==> config.mk <==
export PLATFORM = sky130hd
export DESIGN_NAME = ss_frame_ctrl
export DESIGN_NICKNAME = d
export VERILOG_FILES = /design/src/rtl/ssfc_pkg.sv /design/src/rtl/ssfc_delay.sv /design/src/rtl/ssfc_regs.sv /design/src/rtl/ssfc_fsm.sv /design/src/rtl/ss_frame_ctrl.sv
export SDC_FILE = /design/constraint.sdc
export NUM_CORES = 1
export LEC_CHECK = 0
export BUFFER_PORTS_ARGS = -buffer_cell sky130_fd_sc_hd__buf_2
export CAP_MARGIN = 20
export CORE_MARGIN = 2
export CORE_UTILIZATION = 48
export DETAILED_ROUTE_END_ITERATION = 10
export PLACE_DENSITY_LB_ADDON = 0.3
export SLEW_MARGIN = 10
export SYNTH_ARGS = -nofsm -noshare
export SYNTH_HDL_FRONTEND = slang
export SYNTH_HIERARCHICAL = 1
export SYNTH_SLANG_ARGS = --single-unit
==> constraint.sdc <==
create_clock -name clk_i -period 2.8 [get_ports clk_i]
set_input_delay 0.56 -clock clk_i [delete_from_list [all_inputs] [get_ports clk_i]]
set_output_delay 0.56 -clock clk_i [all_outputs]
set_load 0.05 [all_outputs]
==> src/rtl/ssfc_pkg.sv <==
package ssfc_pkg;
  typedef enum logic [2:0] {
    ST_IDLE,
    ST_LEAD,
    ST_SHIFT,
    ST_TRAIL,
    ST_NEXT
  } ssfc_state_e;
endpackage

==> src/rtl/ssfc_delay.sv <==
module ssfc_delay #(
  parameter int DLY_W   = 4,
  parameter int CLK_DIV = 2
) (
  input  logic             clk_i,
  input  logic             rst_ni,
  input  logic             load_i,
  input  logic [DLY_W-1:0] units_i,
  output logic             zero_o
);
  localparam int CNT_W = DLY_W + $clog2(CLK_DIV) + 1;

  logic [CNT_W-1:0] cnt_q;
  logic [CNT_W-1:0] load_val;

  generate
    if (CLK_DIV == 1) begin : g_div1
      assign load_val = CNT_W'(units_i);
    end else begin : g_divn
      assign load_val = CNT_W'(units_i) * CNT_W'(CLK_DIV);
    end
  endgenerate

  always_ff @(posedge clk_i or negedge rst_ni) begin
    if (!rst_ni)               cnt_q <= '0;
    else if (load_i)           cnt_q <= load_val;
    else if (cnt_q != '0)      cnt_q <= cnt_q - 1'b1;
  end

  assign zero_o = (cnt_q == '0);
endmodule

==> src/rtl/ssfc_regs.sv <==
module ssfc_regs #(
  parameter int CLR_W   = 8,
  parameter int FA_BIT  = 0,
  parameter int TSC_BIT = 1
) (
  input  logic             clk_i,
  input  logic             rst_ni,
  input  logic             set_i,
  input  logic             clr_we_i,
  input  logic [CLR_W-1:0] clr_wdata_i,
  input  logic             word_done_i,
  output logic             frame_o,
  output logic             tsc_o
);
  logic clr_frame, clr_tsc;

  assign clr_frame = clr_we_i && clr_wdata_i[FA_BIT];
  assign clr_tsc   = clr_we_i && clr_wdata_i[TSC_BIT];

  always_ff @(posedge clk_i or negedge rst_ni) begin
    if (!rst_ni) begin
      frame_o <= 1'b0;
      tsc_o   <= 1'b0;
    end else begin
      if (clr_frame)  frame_o <= 1'b0;
      else if (set_i) frame_o <= 1'b1;
      // hardware event beats software clear
      if (word_done_i)  tsc_o <= 1'b1;
      else if (clr_tsc) tsc_o <= 1'b0;
    end
  end
endmodule

==> src/rtl/ssfc_fsm.sv <==
module ssfc_fsm
  import ssfc_pkg::*;
#(
  parameter int DATA_W = 8,
  parameter int DLY_W  = 4
) (
  input  logic              clk_i,
  input  logic              rst_ni,
  input  logic              frame_i,
  input  logic              tx_valid_i,
  input  logic [DATA_W-1:0] tx_data_i,
  input  logic              tx_eof_i,
  input  logic              shift_done_i,
  input  logic              zero_i,
  input  logic [DLY_W-1:0]  lead_units_i,
  input  logic [DLY_W-1:0]  trail_units_i,
  input  logic [DLY_W-1:0]  gap_units_i,
  output logic              load_o,
  output logic [DLY_W-1:0]  units_o,
  output logic              word_done_o,
  output logic              ss_n_o,
  output logic              shift_start_o,
  output logic [DATA_W-1:0] shift_data_o
);
  ssfc_state_e st_q, st_d;
  logic busy_q, eof_q, issue;

  assign word_done_o = (st_q == ST_SHIFT) && busy_q && shift_done_i;

  always_comb begin
    st_d    = st_q;
    load_o  = 1'b0;
    units_o = lead_units_i;
    issue   = 1'b0;
    unique case (st_q)
      ST_IDLE: if (frame_i && tx_valid_i) begin
        st_d   = ST_LEAD;
        load_o = 1'b1;
      end
      ST_LEAD: begin
        if (!frame_i) begin
          st_d    = ST_TRAIL;
          load_o  = 1'b1;
          units_o = trail_units_i;
        end else if (zero_i) begin
          st_d  = ST_SHIFT;
          issue = 1'b1;
        end
      end
      ST_SHIFT: begin
        if (busy_q) begin
          if (shift_done_i && (eof_q || !frame_i)) begin
            st_d    = ST_TRAIL;
            load_o  = 1'b1;
            units_o = trail_units_i;
          end
        end else if (!frame_i) begin
          st_d    = ST_TRAIL;
          load_o  = 1'b1;
          units_o = trail_units_i;
        end else if (tx_valid_i) begin
          issue = 1'b1;
        end
      end
      ST_TRAIL: if (zero_i) begin
        st_d    = ST_NEXT;
        load_o  = 1'b1;
        units_o = gap_units_i;
      end
      ST_NEXT: if (zero_i) st_d = ST_IDLE;
      default: st_d = ST_IDLE;
    endcase
  end

  always_ff @(posedge clk_i or negedge rst_ni) begin
    if (!rst_ni) begin
      st_q          <= ST_IDLE;
      busy_q        <= 1'b0;
      eof_q         <= 1'b0;
      shift_start_o <= 1'b0;
      shift_data_o  <= '0;
    end else begin
      st_q          <= st_d;
      shift_start_o <= issue;
      if (issue) begin
        busy_q       <= 1'b1;
        eof_q        <= tx_eof_i;
        shift_data_o <= tx_data_i;
      end else if (word_done_o) begin
        busy_q <= 1'b0;
      end
    end
  end

  assign ss_n_o = !(st_q inside {ST_LEAD, ST_SHIFT, ST_TRAIL});
endmodule

==> src/rtl/ss_frame_ctrl.sv <==
module ss_frame_ctrl #(
  parameter int DATA_W  = 8,
  parameter int DLY_W   = 4,
  parameter int CLK_DIV = 2,
  parameter int CLR_W   = 8,
  parameter int FA_BIT  = 0,
  parameter int TSC_BIT = 1
) (
  input  logic              clk_i,
  input  logic              rst_ni,
  input  logic              tx_valid_i,
  input  logic [DATA_W-1:0] tx_data_i,
  input  logic              tx_eof_i,
  input  logic              frame_set_i,
  input  logic              clr_we_i,
  input  logic [CLR_W-1:0]  clr_wdata_i,
  input  logic [DLY_W-1:0]  lead_units_i,
  input  logic [DLY_W-1:0]  trail_units_i,
  input  logic [DLY_W-1:0]  gap_units_i,
  input  logic              shift_done_i,
  output logic              ss_n_o,
  output logic              shift_start_o,
  output logic [DATA_W-1:0] shift_data_o,
  output logic              frame_active_o,
  output logic              tsc_o
);
  logic dly_load, dly_zero, word_done;
  logic [DLY_W-1:0] dly_units;

  ssfc_regs #(.CLR_W(CLR_W), .FA_BIT(FA_BIT), .TSC_BIT(TSC_BIT)) u_regs (
    .clk_i       (clk_i),
    .rst_ni      (rst_ni),
    .set_i       (frame_set_i),
    .clr_we_i    (clr_we_i),
    .clr_wdata_i (clr_wdata_i),
    .word_done_i (word_done),
    .frame_o     (frame_active_o),
    .tsc_o       (tsc_o)
  );

  ssfc_delay #(.DLY_W(DLY_W), .CLK_DIV(CLK_DIV)) u_delay (
    .clk_i   (clk_i),
    .rst_ni  (rst_ni),
    .load_i  (dly_load),
    .units_i (dly_units),
    .zero_o  (dly_zero)
  );

  ssfc_fsm #(.DATA_W(DATA_W), .DLY_W(DLY_W)) u_fsm (
    .clk_i         (clk_i),
    .rst_ni        (rst_ni),
    .frame_i       (frame_active_o),
    .tx_valid_i    (tx_valid_i),
    .tx_data_i     (tx_data_i),
    .tx_eof_i      (tx_eof_i),
    .shift_done_i  (shift_done_i),
    .zero_i        (dly_zero),
    .lead_units_i  (lead_units_i),
    .trail_units_i (trail_units_i),
    .gap_units_i   (gap_units_i),
    .load_o        (dly_load),
    .units_o       (dly_units),
    .word_done_o   (word_done),
    .ss_n_o        (ss_n_o),
    .shift_start_o (shift_start_o),
    .shift_data_o  (shift_data_o)
  );
endmodule

# Word-level counts from Yosys, hierarchy flattened
# Cells that the tools add are included.
classes:
  addsub: 1
  n_eq_ne: 10
  mux: 33
  n_reduce_logical: 18
ops:
  columns: ["cell", "n"]
  rows:
  - ["3-bit 2-to-1 mux", 8]
  - ["4-bit 2-to-1 mux", 4]
  - ["1-bit 2-to-1 mux", 15]
  - ["3-bit one-hot mux with 5 select lines", 1]
  - ["6-bit 2-to-1 mux", 2]
  - ["4-bit one-hot mux with 3 select lines", 1]
  - ["2-bit nonzero test", 4]
  - ["3-bit by 2-bit == test with 1-bit output (second input constant)", 2]
  - ["1-bit logical AND", 6]
  - ["6-bit zero test", 1]
  - ["3-bit != test (second input constant)", 2]
  - ["6-bit AND reduction", 1]
  - ["6-bit nonzero test", 1]
  - ["6-bit by 1-bit subtractor with 6-bit output (second input constant)", 1]
  - ["2-bit != test (second input constant)", 2]
  - ["1-bit one-hot mux with 4 select lines", 1]
  - ["3-bit by 1-bit == test with 1-bit output (second input constant)", 1]
  - ["3-bit == test (second input constant)", 1]
  - ["3-bit zero test", 1]
  - ["3-bit by 2-bit != test with 1-bit output (second input constant)", 1]
  - ["3-bit nonzero test", 1]
  - ["1-bit zero test", 2]
  - ["2-bit by 1-bit != test with 1-bit output (second input constant)", 1]
  - ["1-bit one-hot mux with 2 select lines", 1]
  - ["1-bit logical OR", 1]
word_totals:
  reg_bits: 22
  word_cells: 70

# Logic depth before layout (Yosys ltp)
depth:
  word_depth: 7
  ltp_mapped: 12

# Modules after synthesis
# The synthesis kept the hierarchy.
modules_own_cells:
  columns: ["mod", "instances", "cells_per_inst", "area_each_um2"]
  rows:
  - ["ssfc_fsm", 1, 79, 837.1]
  - ["ssfc_delay", 1, 37, 350.3]
  - ["ssfc_regs", 1, 6, 70.1]

# Least setup slack after synthesis
# No wires, ideal clock.
synth_timing:
  kind: "register -> register"
  startpoint: "register u_regs.frame_o"
  endpoint: "register u_delay.cnt_q[5]"
  setup_time_ns: 0.110
  t_arrival_ns: 2.083
  setup_slack_ns: 0.607
  path_stages_with_launch: 8
  n_path_buf: 1
  synth_period_minus_slack_ns: 2.193
  path_cell_list: "dfrtp_1 > a21boi_1 > nor3_1 > o32ai_1 > nor2_1 > clkbuf_1 > or3_1 > o41ai_1"
synth_via:
  elab_chain_cells: 7
synth_lines:
  columns: ["element", "line_no", "rtl"]
  rows:
  - ["start, declared", "ssfc_regs.sv:12", "output logic frame_o,"]
  - ["start signal, assigned", "ssfc_regs.sv:22", "frame_o <= 1'b0;"]
  - ["start signal, assigned", "ssfc_regs.sv:25", "if (clr_frame) frame_o <= 1'b0;"]
  - ["start signal, assigned", "ssfc_regs.sv:26", "else if (set_i) frame_o <= 1'b1;"]
  - ["1-bit zero test", null, null]
  - ["1-bit logical OR", "ssfc_fsm.sv:52", "if (shift_done_i && (eof_q || !frame_i)) begin"]
  - ["1-bit logical AND", "ssfc_fsm.sv:52", null]
  - ["1-bit 2-to-1 mux", "ssfc_fsm.sv:52", null]
  - ["1-bit 2-to-1 mux", "ssfc_fsm.sv:51", "if (busy_q) begin"]
  - ["1-bit one-hot mux with 4 select lines (*)", "ssfc_fsm.sv:35", "unique case (st_q)"]
  - ["named net dly_load", "ss_frame_ctrl.sv:27", "logic dly_load, dly_zero, word_done;"]
  - ["6-bit 2-to-1 mux or 2-bit nonzero test (tied branches)", null, null]
  - ["end signal, assigned", "ssfc_delay.sv:26", "else if (load_i) cnt_q <= load_val;"]
  - ["end signal, assigned", "ssfc_delay.sv:27", "else if (cnt_q != '0) cnt_q <= cnt_q - 1'b1;"]
  - ["end, declared", "ssfc_delay.sv:13", "logic [CNT_W-1:0] cnt_q;"]
# The timed path passes the listed nets; every way through them passes the cells marked *.
# A chain may end at the register's enable or synchronous reset.

# Worst setup path in the final report
layout_timing:
  startpoint: "register u_delay.cnt_q[2]"
  endpoint: "register u_fsm.shift_data_o[3]"
layout_via:
  elab_chain_cells: 4
layout_lines:
  columns: ["element", "line_no", "rtl"]
  rows:
  - ["6-bit zero test", "ssfc_delay.sv:30", "assign zero_o = (cnt_q == '0);"]
  - ["named net dly_zero", "ss_frame_ctrl.sv:27", null]
  - ["1-bit 2-to-1 mux", "ssfc_fsm.sv:45", "end else if (zero_i) begin"]
  - ["1-bit 2-to-1 mux", "ssfc_fsm.sv:41", "if (!frame_i) begin"]
  - ["1-bit one-hot mux with 2 select lines", "ssfc_fsm.sv:35", null]
  - ["end signal, assigned", "ssfc_fsm.sv:88", "shift_data_o <= tx_data_i;"]
  - ["end, declared", "ssfc_fsm.sv:23", "output logic [DATA_W-1:0] shift_data_o"]
# The timed path passes the listed nets, and every way through them passes these cells.

==> impl_results.html <==
<table>
<tr><th>Metric</th><th>Value</th></tr>
<tr><th colspan="2">Setup path</th></tr>
<tr><td>Largest incremental delay on the critical path</td><td>470 ps</td></tr>
<tr><td>Critical-path maximum fanout</td><td>11</td></tr>
<tr><td>Critical Path Slowest Stage Cell</td><td>or3_1</td></tr>
<tr><td>Setup CP Type</td><td>reg2reg</td></tr>
<tr><td>Critical path data required time</td><td>2990 ps</td></tr>
<tr><td>Setup slack of the worst register-to-register path</td><td>370 ps</td></tr>
<tr><td>Crit path capture type</td><td>flop</td></tr>
<tr><td>Critical path arrival</td><td>2620 ps</td></tr>
<tr><td>Crit-path cells</td><td>or3_1 &gt; nor2_1 &gt; nand2_1 &gt; o21ai_1 &gt; and3b_1 &gt; mux2_1</td></tr>
<tr><td>Kind of start point of the critical path</td><td>flop</td></tr>
<tr><th colspan="2">STA</th></tr>
<tr><td>Max-slew violations</td><td>0</td></tr>
<tr><td>Maximum clock rate</td><td>412.3 MHz</td></tr>
<tr><td>Count of endpoints failing setup in the final report</td><td>0</td></tr>
<tr><td>Unrepaired setup endpoints after global routing</td><td>no</td></tr>
<tr><td>Final Hold Fails</td><td>0</td></tr>
<tr><td>TNS Setup</td><td>0 ps</td></tr>
<tr><td>Worst Slack Setup Final</td><td>374.7 ps</td></tr>
<tr><td>Actual slew at the worst max-slew pin</td><td>483.8 ps</td></tr>
<tr><td>Remaining max-slew budget at the tightest pin</td><td>67.75%</td></tr>
<tr><td>Final worst path period need</td><td>2425 ps</td></tr>
<tr><td>Worst clock skew</td><td>6.879 ps</td></tr>
<tr><td>Share of the clock period used by the worst path</td><td>86.62%</td></tr>
<tr><th colspan="2">Layout</th></tr>
<tr><td>Total inserted antenna cells</td><td>0</td></tr>
<tr><td>Area Overhead vs Synth</td><td>19.40%</td></tr>
<tr><td>Proportion of layout cells with a drive suffix above 1</td><td>33.54%</td></tr>
<tr><td>Final Net Count</td><td>199</td></tr>
<tr><th colspan="2">Route</th></tr>
<tr><td>Routed wire length</td><td>2599 microns</td></tr>
<tr><td>Drt pass-1 iters</td><td>4</td></tr>
<tr><td>Initial DRC count</td><td>8</td></tr>
<tr><td>Wire length per cell</td><td>13.61 microns</td></tr>
<tr><td>Vias per cell</td><td>5.461</td></tr>
<tr><td>Vias after detailed routing</td><td>1043</td></tr>
<tr><td>Post-route DRC violation count</td><td>0</td></tr>
<tr><td>Post-route antenna net violation count</td><td>0</td></tr>
<tr><th colspan="2">Run status</th></tr>
<tr><td>Status</td><td>finished clean</td></tr>
<tr><th colspan="2">Worst hold path</th></tr>
<tr><td>Path category of the worst min-delay check</td><td>in2async</td></tr>
<tr><th colspan="2">Synthesis</th></tr>
<tr><td>Synth area leader</td><td>dfrtp_1</td></tr>
<tr><td>Post-synth net total</td><td>159</td></tr>
<tr><td>Syn avg cell area</td><td>10.31 sq um</td></tr>
<tr><td>Async set or reset register ratio after synthesis</td><td>100.0%</td></tr>
<tr><td>Post-synthesis sequential element count</td><td>22</td></tr>
<tr><td>Distinct cell type count after synthesis</td><td>45</td></tr>
<tr><td>Mapped Cells</td><td>122</td></tr>
<tr><td>Most used DFF post-synth</td><td>dfrtp_1</td></tr>
<tr><td>Post-synthesis sequential area ratio</td><td>43.78%</td></tr>
<tr><td>Number of synthesized flops with an enable pin</td><td>0</td></tr>
<tr><td>Synth Cell Area</td><td>0.001257 sq mm</td></tr>
<tr><td>Total number of yosys warnings</td><td>6</td></tr>
<tr><td>Area share of the leading cell type in the synthesized netlist</td><td>43.78%</td></tr>
<tr><td>Largest cells by area after synthesis</td><td>dfrtp_1 (44%), mux2_1 (7.2%), inv_1 (3.3%)</td></tr>
<tr><th colspan="2">Run</th></tr>
<tr><td>Number of maximum-capacitance violations</td><td>0</td></tr>
<tr><th colspan="2">Power</th></tr>
<tr><td>Peak supply drop</td><td>820.0 uV</td></tr>
<tr><td>Static leakage</td><td>0.7376 nW</td></tr>
<tr><td>Sum of internal, switching and leakage power</td><td>0.001884 W</td></tr>
<tr><td>Pwr dens</td><td>1255 mW/mm^2</td></tr>
<tr><th colspan="2">Clock tree</th></tr>
<tr><td>TritonCTS Buffers</td><td>3</td></tr>
<tr><td>Clock Sink Count</td><td>22</td></tr>
<tr><td>CTS tree</td><td>done</td></tr>
<tr><td>Gates resized, CTS repair</td><td>0</td></tr>
<tr><td>CTS clock-pin slew for the worst setup and hold paths</td><td>120 ps</td></tr>
<tr><td>Max clock buf depth</td><td>2</td></tr>
<tr><td>Count of hold buffers inserted by post-cts repair</td><td>0</td></tr>
<tr><td>H-tree lvl count</td><td>1</td></tr>
<tr><td>Worst-skew pair later-pin latency</td><td>310 ps</td></tr>
<tr><td>Master cell of the clock root buffer</td><td>clkbuf_4</td></tr>
<tr><td>Setup Buffers After CTS</td><td>0</td></tr>
<tr><th colspan="2">Place</th></tr>
<tr><td>Pre-CTS setup slack</td><td>400.1 ps</td></tr>
<tr><td>Port bufs</td><td>40</td></tr>
<tr><td>Final GP Congestion</td><td>0.7935</td></tr>
<tr><td>Dpl hpwl</td><td>2031 microns</td></tr>
<tr><th colspan="2">Floorplan</th></tr>
<tr><td>Horizontal die dimension</td><td>55.19 microns</td></tr>
<tr><td>Ports placed on the boundary</td><td>47</td></tr>
<tr><td>Die outline area</td><td>0.003045 sq mm</td></tr>
<tr><td>Row count</td><td>18</td></tr>
<tr><td>Die span in y</td><td>55.19 microns</td></tr>
<tr><td>Area of the core region</td><td>0.002477 sq mm</td></tr>
<tr><td>Initial standard-cell utilization of the core</td><td>50.76%</td></tr>
<tr><th colspan="2">Global routing</th></tr>
<tr><td>Wire length of the first global-routing pass</td><td>4250 microns</td></tr>
<tr><td>Aggregate global routing overflow</td><td>0</td></tr>
<tr><td>Overall routing resource usage</td><td>19.95%</td></tr>
<tr><td>Number of antenna violations at the first check in global routing</td><td>0</td></tr>
<tr><td>Via count of the first global-routing pass</td><td>981</td></tr>
<tr><td>Pin count of the biggest net entering global routing</td><td>23</td></tr>
</table>
-- per-layer routing --
| layer | vias to the layer above | share of wire (%) | track usage, % | routed length, microns |
|---|---|---|---|---|
| met2 | 29 | 50 | 34.33 | 1289 |
| met1 | 489 | 44 | 24.14 | 1147 |
| met3 | 2 | 5.7 | 4.032 | 149 |
| li1 | 523 | - | - | - |
| met5 | - | 0 | 0 | 0 |
| met4 | 0 | 0.46 | 8.537 | 12 |
-- sequential cells by signal (all words and copies together) (netlist names) --
name,count
u_fsm/shift_start_o,1
u_fsm/busy_q,1
u_delay/cnt_q,6
u_fsm/eof_q,1
u_fsm/shift_data_o,8
u_regs/frame_o,1
u_regs/tsc_o,1
u_fsm/st_q,3
-- per-stage QoR --
step	std cells	utilization, %	instance area [sq um]	hold slack, ps
after CTS	191	60.61	1501	202.3
after global routing	191	60.61	1501	208.1
after floorplan	122	-	1257	264.4
final	191	60.61	1501	194.7
after global placement	187	59.14	1465	454.3
after detailed placement	187	59.14	1465	464.2
-- where the power goes --
part | switching (W) | internal (W) | total, W
registers | 0.000155 | 0.000467 | 0.000622
logic | 0.000677 | 0.000412 | 0.00109
clock network | 0.0000937 | 0.0000793 | 0.000173
-- final cells by class --
cell class	instances	area, sq um
fillers	221	975.9
multi-input cells	83	628.1
flip-flops and latches	22	550.5
repair buffers	41	207.7
inverters	11	41.29
well taps	30	37.54
clock buffers	4	36.28
-- Yosys cell counts (3+ instances only) --
cell	count
a22oi_1	4
dfrtp_1	22
inv_1	11
mux2_1	8
nand2_1	7
nand2b_1	4
nor2_1	6
nor2b_1	4
nor3_1	3
o21ai_1	6
-- cells in the final DEF (no fill, tap or decap), types with 3 or more instances in the layout --
cell      instances
nor3_1            3
nand2b_1          4
a22oi_1           4
buf_2            40
nor2_1            6
o21ai_1           6
dfrtp_1          22
nor2b_1           4
clkbuf_4          3
inv_1            11
mux2_1            8
nand2_1           7
-- critical path: cells and delay by family (launching register included) --
kind               cells  cell delay [ps]
muxes                  1              380
DFF                    1              440
AOI/OAI and AO/OA      1              150
and+or+nand+nor        4             1330
-- worst paths after layout --
| check | startpoint | to | cells past startpoint |
|---|---|---|---|
| max | u_delay/cnt_q[2]$_DFFE_PN0P_ | u_fsm/shift_data_o[3]$_DFFE_PN0P_ | 6 |
| min | rst_ni | u_delay/cnt_q[0]$_DFFE_PN0P_ | 1 |
| max reg2reg | u_delay/cnt_q[2]$_DFFE_PN0P_ | u_fsm/shift_data_o[3]$_DFFE_PN0P_ | 6 |
| min reg2reg | u_regs/tsc_o$_DFFE_PN0P_ | u_regs/tsc_o$_DFFE_PN0P_ | 1 |
| max in group asynchronous | rst_ni | u_fsm/busy_q$_DFFE_PN0P_ | 1 |
| min in group clk_i | clr_wdata_i[0] | u_regs/frame_o$_DFFE_PN0P_ | 2 |
-- kinds of logic (layout without fill, tap and decap cells) --
logic type,Yosys count,after routing,synth area share [%]
buf+inv,17,56,6.268
fa+ha+maj,2,2,1.990
xor+xnor,2,2,1.393
mux,9,9,8.060
compound gates,32,32,20.10
flops,22,22,43.78
simple gates,38,38,18.41
(Power assumes the default switching activity.)
